## src/rtl/dip_pkg.sv

```systemverilog
package dip_pkg;

    typedef enum logic [1:0] {
        SRC_NONE = 2'd0,
        SRC_VREG = 2'd1,
        SRC_SREG = 2'd2,
        SRC_IMM  = 2'd3
    } src_kind_e;

    typedef enum logic [1:0] {
        ST_EMPTY = 2'd0,
        ST_PAIR  = 2'd1,
        ST_XONLY = 2'd2,
        ST_YONLY = 2'd3
    } issue_st_e;

    localparam int KIND_W = 2;
    localparam int BANK_W = 2;

endpackage

```

## src/rtl/dip_bank_check.sv

```systemverilog
module dip_bank_check
    import dip_pkg::*;
#(
    parameter int REG_W = 6,
    parameter int NSRC  = 2
) (
    input  logic [NSRC*KIND_W-1:0] x_kind,
    input  logic [NSRC*REG_W-1:0]  x_src,
    input  logic [NSRC*KIND_W-1:0] y_kind,
    input  logic [NSRC*REG_W-1:0]  y_src,
    input  logic [REG_W-1:0]       x_dst,
    input  logic [REG_W-1:0]       y_dst,
    output logic                   bank_conf,
    output logic                   dst_clash
);

    logic [NSRC-1:0] pos_conf;

    // Each operand position has its own bank-conflict comparator.
    for (genvar p = 0; p < NSRC; p++) begin : g_pos
        logic x_is_v, y_is_v;
        assign x_is_v = (x_kind[p*KIND_W +: KIND_W] == SRC_VREG);
        assign y_is_v = (y_kind[p*KIND_W +: KIND_W] == SRC_VREG);
        assign pos_conf[p] = x_is_v && y_is_v &&
            (x_src[p*REG_W +: BANK_W] == y_src[p*REG_W +: BANK_W]);
    end

    assign bank_conf = |pos_conf;

    // The bank pair is selected by bit 0 of the destination bank.
    assign dst_clash = (x_dst[0] == y_dst[0]);

endmodule

```

## src/rtl/dip_scalar_budget.sv

```systemverilog
module dip_scalar_budget
    import dip_pkg::*;
#(
    parameter int NSRC       = 2,
    parameter int SCALAR_MAX = 2
) (
    input  logic [NSRC*KIND_W-1:0] x_kind,
    input  logic [NSRC*KIND_W-1:0] y_kind,
    output logic                   over
);

    localparam int NPOS  = 2 * NSRC;
    localparam int CNT_W = $clog2(NPOS + 1);

    logic [NPOS*KIND_W-1:0] all_kind;
    logic [NPOS-1:0]        is_scalar;
    logic [CNT_W-1:0]       used;

    assign all_kind = {y_kind, x_kind};

    // A scalar register and an immediate draw on the same budget.
    for (genvar p = 0; p < NPOS; p++) begin : g_pos
        assign is_scalar[p] = (all_kind[p*KIND_W +: KIND_W] == SRC_SREG) ||
                              (all_kind[p*KIND_W +: KIND_W] == SRC_IMM);
    end

    always_comb begin
        used = '0;
        for (int p = 0; p < NPOS; p++) begin
            used = used + CNT_W'(is_scalar[p]);
        end
    end

    assign over = (int'(used) > SCALAR_MAX);

endmodule

```

## src/rtl/dip_slot_filter.sv

```systemverilog
module dip_slot_filter #(
    parameter int                 CLS_W  = 3,
    parameter logic [2**CLS_W-1:0] X_MASK = 8'b0001_1111,
    parameter logic [2**CLS_W-1:0] Y_MASK = 8'b0010_1111
) (
    input  logic [CLS_W-1:0] x_cls,
    input  logic [CLS_W-1:0] y_cls,
    output logic             cls_ok
);

    assign cls_ok = X_MASK[x_cls] && Y_MASK[y_cls];

endmodule

```

## src/rtl/dip_hazard.sv

```systemverilog
module dip_hazard
    import dip_pkg::*;
#(
    parameter int REG_W = 6,
    parameter int NSRC  = 2
) (
    input  logic [NSRC*KIND_W-1:0] x_kind,
    input  logic [NSRC*REG_W-1:0]  x_src,
    input  logic [REG_W-1:0]       x_dst,
    input  logic [REG_W-1:0]       y_dst,
    output logic                   hazard
);

    logic [NSRC-1:0] reads_ydst;

    // A Y result cannot overwrite a register that X still reads.
    for (genvar p = 0; p < NSRC; p++) begin : g_pos
        assign reads_ydst[p] = (x_kind[p*KIND_W +: KIND_W] == SRC_VREG) &&
                               (x_src[p*REG_W +: REG_W] == y_dst);
    end

    assign hazard = (|reads_ydst) || (x_dst == y_dst);

endmodule

```

## src/rtl/dual_issue_pairer.sv

```systemverilog
module dual_issue_pairer
    import dip_pkg::*;
#(
    parameter int REG_W      = 6,
    parameter int NSRC       = 2,
    parameter int CLS_W      = 3,
    parameter int SCALAR_MAX = 2,
    localparam int POS_W     = KIND_W + REG_W,
    localparam int DST_LSB   = NSRC * POS_W,
    localparam int CLS_LSB   = DST_LSB + REG_W,
    localparam int DW        = CLS_LSB + CLS_W
) (
    input  logic          clk,
    input  logic          rst_n,
    input  logic          in_valid,
    output logic          in_ready,
    input  logic [DW-1:0] in_x,
    input  logic [DW-1:0] in_y,
    output logic          out_valid,
    input  logic          out_ready,
    output logic          out_dual,
    output logic          out_x_en,
    output logic          out_y_en,
    output logic [DW-1:0] out_x,
    output logic [DW-1:0] out_y
);

    // Unpack the fields of both incoming descriptors.
    logic [NSRC*KIND_W-1:0] x_kind, y_kind;
    logic [NSRC*REG_W-1:0]  x_src, y_src;
    logic [REG_W-1:0]       x_dst, y_dst;
    logic [CLS_W-1:0]       x_cls, y_cls;

    for (genvar p = 0; p < NSRC; p++) begin : g_unpack
        assign x_kind[p*KIND_W +: KIND_W] = in_x[p*POS_W +: KIND_W];
        assign y_kind[p*KIND_W +: KIND_W] = in_y[p*POS_W +: KIND_W];
        assign x_src[p*REG_W +: REG_W]    = in_x[p*POS_W + KIND_W +: REG_W];
        assign y_src[p*REG_W +: REG_W]    = in_y[p*POS_W + KIND_W +: REG_W];
    end

    assign x_dst = in_x[DST_LSB +: REG_W];
    assign y_dst = in_y[DST_LSB +: REG_W];
    assign x_cls = in_x[CLS_LSB +: CLS_W];
    assign y_cls = in_y[CLS_LSB +: CLS_W];

    // Legality checks.
    logic bank_conf, dst_clash, budget_over, cls_ok, hazard, pair_legal;

    dip_bank_check #(.REG_W(REG_W), .NSRC(NSRC)) u_bank (
        .x_kind(x_kind), .x_src(x_src), .y_kind(y_kind), .y_src(y_src),
        .x_dst(x_dst), .y_dst(y_dst),
        .bank_conf(bank_conf), .dst_clash(dst_clash)
    );

    dip_scalar_budget #(.NSRC(NSRC), .SCALAR_MAX(SCALAR_MAX)) u_budget (
        .x_kind(x_kind), .y_kind(y_kind), .over(budget_over)
    );

    dip_slot_filter #(.CLS_W(CLS_W)) u_slot (
        .x_cls(x_cls), .y_cls(y_cls), .cls_ok(cls_ok)
    );

    dip_hazard #(.REG_W(REG_W), .NSRC(NSRC)) u_haz (
        .x_kind(x_kind), .x_src(x_src), .x_dst(x_dst), .y_dst(y_dst),
        .hazard(hazard)
    );

    assign pair_legal = !bank_conf && !dst_clash && !budget_over && cls_ok && !hazard;

    // Issue sequencing.
    issue_st_e cur_st, nxt_st;
    logic      accept, beat_done;

    assign beat_done = out_valid && out_ready;

    always_comb begin
        unique case (cur_st)
            ST_EMPTY: in_ready = 1'b1;
            ST_PAIR:  in_ready = out_ready;
            ST_XONLY: in_ready = 1'b0;
            ST_YONLY: in_ready = out_ready;
            default:  in_ready = 1'b0;
        endcase
    end

    assign accept = in_valid && in_ready;

    always_comb begin
        nxt_st = cur_st;
        unique case (cur_st)
            ST_EMPTY: begin
                if (accept) nxt_st = pair_legal ? ST_PAIR : ST_XONLY;
            end
            ST_XONLY: begin
                if (out_ready) nxt_st = ST_YONLY;
            end
            ST_PAIR, ST_YONLY: begin
                if (accept)         nxt_st = pair_legal ? ST_PAIR : ST_XONLY;
                else if (out_ready) nxt_st = ST_EMPTY;
            end
            default: nxt_st = ST_EMPTY;
        endcase
    end

    // State register and descriptor capture.
    always_ff @(posedge clk or negedge rst_n) begin
        if (!rst_n) begin
            cur_st <= ST_EMPTY;
            out_x  <= '0;
            out_y  <= '0;
        end else begin
            cur_st <= nxt_st;
            if (accept) begin
                out_x <= in_x;
                out_y <= in_y;
            end
        end
    end

    // Output decode.
    always_comb begin
        out_valid = 1'b1;
        out_dual  = 1'b0;
        out_x_en  = 1'b0;
        out_y_en  = 1'b0;
        unique case (cur_st)
            ST_EMPTY: out_valid = 1'b0;
            ST_PAIR: begin
                out_dual = 1'b1;
                out_x_en = 1'b1;
                out_y_en = 1'b1;
            end
            ST_XONLY: out_x_en = 1'b1;
            ST_YONLY: out_y_en = 1'b1;
            default:  out_valid = 1'b0;
        endcase
    end

    // Assertions.
    a_r2_bank_split: assert property (@(posedge clk) disable iff (!rst_n)
        accept && bank_conf |=> !out_dual);
    a_r3_dst_split: assert property (@(posedge clk) disable iff (!rst_n)
        accept && dst_clash |=> !out_dual);
    a_r4_budget_split: assert property (@(posedge clk) disable iff (!rst_n)
        accept && budget_over |=> !out_dual);
    a_r5_class_split: assert property (@(posedge clk) disable iff (!rst_n)
        accept && !cls_ok |=> !out_dual);
    a_r6_hazard_split: assert property (@(posedge clk) disable iff (!rst_n)
        accept && hazard |=> !out_dual);
    a_r7_capture: assert property (@(posedge clk) disable iff (!rst_n)
        accept |=> out_valid && out_x_en && (out_x == $past(in_x)) && (out_y == $past(in_y)));
    a_r8_gap: assert property (@(posedge clk) disable iff (!rst_n)
        out_x_en && !out_y_en |-> !in_ready);
    a_r8_order: assert property (@(posedge clk) disable iff (!rst_n)
        out_x_en && !out_y_en && out_ready |=> out_y_en && !out_x_en && $stable(out_y));
    a_r9_hold: assert property (@(posedge clk) disable iff (!rst_n)
        out_valid && !out_ready |=> out_valid && $stable(out_x) && $stable(out_y) &&
        $stable(out_dual) && $stable(out_x_en) && $stable(out_y_en));

endmodule

```

## config.mk

```make
export PLATFORM = sky130hd
export DESIGN_NAME = dual_issue_pairer
export DESIGN_NICKNAME = d
export VERILOG_FILES = /design/src/rtl/dip_pkg.sv /design/src/rtl/dip_bank_check.sv /design/src/rtl/dip_scalar_budget.sv /design/src/rtl/dip_slot_filter.sv /design/src/rtl/dip_hazard.sv /design/src/rtl/dual_issue_pairer.sv
export SDC_FILE = /design/constraint.sdc
export NUM_CORES = 1
export LEC_CHECK = 0
export BUFFER_PORTS_ARGS = -buffer_cell sky130_fd_sc_hd__buf_2
export CORE_MARGIN = 10
export CORE_UTILIZATION = 51
export DETAILED_ROUTE_END_ITERATION = 12
export PLACE_DENSITY_LB_ADDON = 0.25
export SLEW_MARGIN = 30
export SYNTH_ARGS = -nofsm -noshare
export SYNTH_HDL_FRONTEND = slang
export SYNTH_SLANG_ARGS = --single-unit
export TNS_END_PERCENT = 50
```

## constraint.sdc

```tcl
create_clock -name clk -period 4.41 [get_ports clk]
set_input_delay 0.882 -clock clk [delete_from_list [all_inputs] [get_ports clk]]
set_output_delay 0.882 -clock clk [all_outputs]
set_load 0.02 [all_outputs]
```

# Word level (Yosys, flattened, before mapping)
# Memory sizes are Yosys's and may differ from the RTL's.
# Index checks and enable logic that the tools add are counted.
[totals]
ff_bits = 52
word_cells = 75
mem_bits_ro = 16
mem_count = 2
inputBits = 54
[op_classes]
addsub = 3
reduce_logical = 27
order_cmp = 3
mux = 13
eq_ne = 24
[memory_table]
columns = ["name", "words", "word_bits", "read_ports", "rd_ports_with_merged_regs", "write_ports", "line", "rtl"]
rows = [
  ["(no name shown)", 8, 1, 1, 0, 0, "dip_slot_filter.sv:11", "assign cls_ok = X_MASK[x_cls] && Y_MASK[y_cls];"],
  ["(no name shown)", 8, 1, 1, 0, 0, "dip_slot_filter.sv:11", ""],
]
[op_table]
columns = ["operator", "count"]
rows = [
  ["$eq 2x2->1 const B", 10],
  ["$eq 6x6->1", 3],
  ["$logic_and 1x1->1", 12],
  ["$eq 2x1->1 const B", 5],
  ["$mux 2", 5],
  ["$lt 3x4->1 const B", 2],
  ["$reduce_or 2->1", 4],
  ["$add 3x1->3", 2],
  ["$mux 1", 6],
  ["$pmux 2 s3", 1],
  ["$logic_or 1x1->1", 5],
  ["$eq 2x2->1", 2],
  ["$logic_not 1->1", 4],
  ["$ne 2x2->1 const B", 2],
  ["$gt 3x2->1 const B", 1],
  ["$ne 3x1->1 const B", 1],
  ["$pmux 1 s3", 1],
  ["$reduce_and 3->1", 1],
  ["$add 1x1->2", 1],
  ["$logic_not 2->1", 1],
  ["$eq 1x1->1", 1],
]

# Depth between registers and ports, before layout
[depth]
depth_word = 13
depth_mapped = 9

# Cells and area by module
# Synthesis repeated with hierarchy kept, for this count alone.
[hier_totals]
hier_cells = 190
hier_area_um2 = 2568.7
[modules_own_cells]
columns = ["module", "seq_area_each_um2", "area_per_inst_um2", "cells_each", "n_inst"]
rows = [
  ["dual_issue_pairer", 1301.2, 2155.8, 138, 1],
  ["dip_hazard", 0.0, 211.5, 27, 1],
  ["dip_scalar_budget", 0.0, 96.3, 12, 1],
  ["dip_bank_check", 0.0, 82.6, 10, 1],
  ["dip_slot_filter", 0.0, 22.5, 3, 1],
]

# Least setup slack after synthesis
# OpenSTA, ideal clock, no wires.
[synth_timing]
path_type = "input to register"
start = "input in_x[1]"
end = "register cur_st[0]"
t_arrival_ps = 2488
required_ps = 4315
cell_stages = 8
setup_slack_ps = 1827
path_cell_list = "clkbuf_1 -> ha_1 -> fa_1 -> ha_1 -> nor3b_1 -> o2111a_1 -> nand4_1 -> o31ai_1"
[synth_between]
elab_chain_len = 13
elab_cells_between_ends = 25
classes_between = "add/sub: 3; order compare: 1; eq/ne: 3; mux: 4; reduce/logical: 14"
[synth_rtl]
columns = ["item", "line", "rtl"]
rows = [
  ["start: declaration", "dual_issue_pairer.sv:17", "input logic [DW-1:0] in_x,"],
  ["$eq 2x2->1 (on tied branches)", "dip_scalar_budget.sv:23, dip_scalar_budget.sv:24", ""],
  ["$logic_or 1x1->1", "dip_scalar_budget.sv:23", "assign is_scalar[p] = (all_kind[p*KIND_W +: KIND_W] == SRC_SREG) ||"],
  ["$add 1x1->2", "dip_scalar_budget.sv:30", "used = used + CNT_W'(is_scalar[p]);"],
  ["$add 3x1->3 (2 in series)", "dip_scalar_budget.sv:30", ""],
  ["$gt 3x2->1", "dip_scalar_budget.sv:34", "assign over = (int'(used) > SCALAR_MAX);"],
  ["$logic_not 1->1", "dual_issue_pairer.sv:68", "assign pair_legal = !bank_conf && !dst_clash && !budget_over && cls_ok && !hazard;"],
  ["$logic_and 1x1->1 (2 in series)", "dual_issue_pairer.sv:68", ""],
  ["$logic_and 1x1->1 *", "dual_issue_pairer.sv:68", ""],
  ["$mux 2 *", "dual_issue_pairer.sv:92, dual_issue_pairer.sv:98", ""],
  ["$mux 2 (on tied branches)", "dual_issue_pairer.sv:98, dual_issue_pairer.sv:92", ""],
  ["$pmux 2 s3 *", "dual_issue_pairer.sv:90", "unique case (cur_st)"],
  ["end signal: assignment", "dual_issue_pairer.sv:112", "cur_st <= nxt_st;"],
  ["end: declaration", "dual_issue_pairer.sv:71", "issue_st_e cur_st, nxt_st;"],
]
# Every way passes the cells marked *; elsewhere a longest branch is shown, timed or not. The select of a mux whose other input is x is not followed.
# A chain may end at the register's enable or synchronous reset.

# Worst setup path in the final report
# Ends and elaborated chain as after synthesis.

==> impl_metrics.toml <==
[status]
outcome = "completed"

[global_route]
antenna_found_initial = 0
grt_pass1_vias = 1979
grt_pass1_wl_mm = 10.37
grt_max_degree = 53
grt_overflow = 0
grt_usage_pct = 15.09

[worst_setup_path]
crit_path_max_incr_delay_ps = 420
rrSetupSlack_ps = 2500
cp_max_fo = 3
worstReg2RegEnd = "out_y[7]$_DFFE_PN0P_"
crit_chain = "buf_2, ha_1, fa_1, ha_1, nor3b_1, o2111a_1, nand4_1, o31ai_1"
cp.required_ps = 4620
cp_top_family = "adder cells"
worstPathArrival_ps = 2600
endpoint = "cur_st[0]$_DFFE_PN0P_"
cp.depth = 8
worstReg2RegStart = "cur_st[0]$_DFFE_PN0P_"
critPathLaunch = "in_x[1]"
reg2reg_depth = 4
crit_type = "in -> reg"
crit_buf_inv = 1
crit_slowest_cell = "fa_1"
crit_path_end_kind = "flip-flop"
critPathMostFrequentCell = "ha_1"
cp-start-kind = "input port"

[yosys]
synthCells = 172
synth-seq-cells = 52
syn_nets = 235
synthesis.area_um2 = 2596
synth_edf_count = 0
synth_area_per_cell_um2 = 15.09
yosys_most_used_dff = "dfrtp_1"
synthDistinctLibCells = 28
async_reset_ff_share_pct = 100.0
seq_area_frac_synth_pct = 50.12
ys.warnings.count = 0

[min_path]
hold_class = "reg -> reg"
hold_path.startpoint = "out_x[22]$_DFFE_PN0P_"

[final_layout]
fin_nets = 342
most-common-layout-cells = "buf_2, dfrtp_1, mux2_4"
nFillCells = 392
syn_to_final_growth_pct = 25.16
final_common_cell = "buf_2"
drive_gt1_share_pct = 60.36
fin_util_pct = 67.45
stdcell_area_um2 = 3249
diodes = 0

[detailed_routing]
vias = 1697
drc = 0
antenna_left = 0
avgRoutedWirePerCell_um = 17.93
dr.pass1.iters = 4
vias_per_cell = 4.890
routed_wl_mm = 6.221
drtIter0Drc = 46

[cts]
cts_tree = "built"
ctsHoldBuffers = 0
clock_sinks = 52
cts_buffer_depth = 2
postCtsResizedCells = 0
clkLatencyLatePin_ps = 300
root_buffer = "clkbuf_8"
postCtsSetupBuffers = 0
clkSlewWorstSetupHoldPaths_ps = 90
cts_buffers = 5
h-tree-depth = 2

[die]
row_count = 25
start_util_pct = 53.90
die-height_um = 91.35
core_um2 = 4817
ios = 109
die_x_um = 91.35
dieArea_um2 = 8345

[power]
power_density_nw_per_um2 = 751.0
ir_drop_mv = 0.3512
p_leak_nw = 1.720

[sta]
rsz0062_at_grt = "false"
finalCriticalPeriod_ps = 2385
maxSlewViolCount = 0
finalSetupViolations = 0
slew_headroom_pct = 38.39
fmax_mhz = 419.4
skew_ps = 4.214
period_share_pct = 54.07
worstMarginPinSlew_ps = 924.1
finalSetupTns_ps = 0
finalHoldViolCount = 0

[placed_design]
hpwl_mm = 4.918
gp_congestion = 0.7621
place_area_um2 = 3157
numPortBuffers = 108

[run]
drv_cap = 0
[how the worst min path moves through the flow]
stage,to,cells after the start,slack [ps]
floorplan,out_y[22]$_DFFE_PN0P_,2,580
finish,out_x[22]$_DFFE_PN0P_,1,510
detailed placement,out_x[4]$_DFFE_PN0P_,1,490
global placement,out_y[22]$_DFFE_PN0P_,2,460
CTS,out_x[22]$_DFFE_PN0P_,1,510
global route,out_y[9]$_DFFE_PN0P_,1,530
[synth_stat cells (2+ instances only)]
cell type	number	area share, %
nor4_1	2	0.48
buf_6	5	2.2
nand2_1	2	0.29
ha_1	8	3.9
mux2_4	48	28
o2bb2ai_1	2	0.67
nor2_1	2	0.29
inv_1	6	0.87
o21ai_0	4	0.77
nor3_1	2	0.39
clkbuf_1	4	0.58
xor2_1	8	2.7
nor3b_1	2	0.58
xnor2_1	9	3.0
nand2b_1	2	0.48
dfrtp_1	52	50
nand4_1	3	0.72
[registers in the layout (all words and copies together), names as in the netlist, named ones only]
signal and count:
cur_st 1, out_x 25, out_y 25
[report_power, final]
group	internal (W)	switching, W	leakage [nW]	total, W
sequential	0.000719	0.000141	0.613	0.000860
combinational	0.000624	0.000685	1.07	0.00131
clock	0.000113	0.000159	0.0404	0.000272
total	0.00146	0.000984	1.72	0.00244
[cell families (layout without fill, tap and decap cells)]
| family | Yosys count | after routing | share of synthesized area (%) |
|---|---|---|---|
| and+or+nand+nor | 18 | 18 | 4.241 |
| xor gates and xnor gates | 17 | 17 | 5.735 |
| buffers and inverters | 15 | 123 | 3.614 |
| DFF | 52 | 52 | 50.12 |
| AOI/OAI and AO/OA | 11 | 11 | 3.085 |
| adders and majority gates | 9 | 9 | 4.627 |
| muxes | 50 | 50 | 28.58 |
[layer usage]
layer / vias to the layer above / global-route usage (%) / routed length [um]
met5: - / 0 / 0
met2: 67 / 24.58 / 2935
li1: 808 / - / -
met3: 5 / 5.679 / 517
met1: 817 / 18.32 / 2718
met4: 0 / 4.047 / 49
[area by class of cell]
cell class | instances | area, um^2 | area share, %
Clock inverter | 3 | 23.77 | 0.7316
Clock buffer | 5 | 68.82 | 2.118
Inverter | 6 | 22.52 | 0.6931
Tap cell | 67 | 83.83 | 2.580
Timing Repair Buffer | 109 | 548.0 | 16.87
Multi-Input combinational cell | 105 | 1201 | 36.97
Sequential cell | 52 | 1301 | 40.05
[per-stage QoR]
stage	total power, W	hold slack [ps]	worst slack, ps	cells
floorplan	0.001795	581.0	1827	172
global placement	0.002166	460.6	1738	339
detailed placement	0.002195	487.5	1674	339
finish	0.002440	509.6	2025	347
global route	0.002599	534.0	1818	347
CTS	0.002473	510.9	1997	347
(Power assumes the default switching activity.)
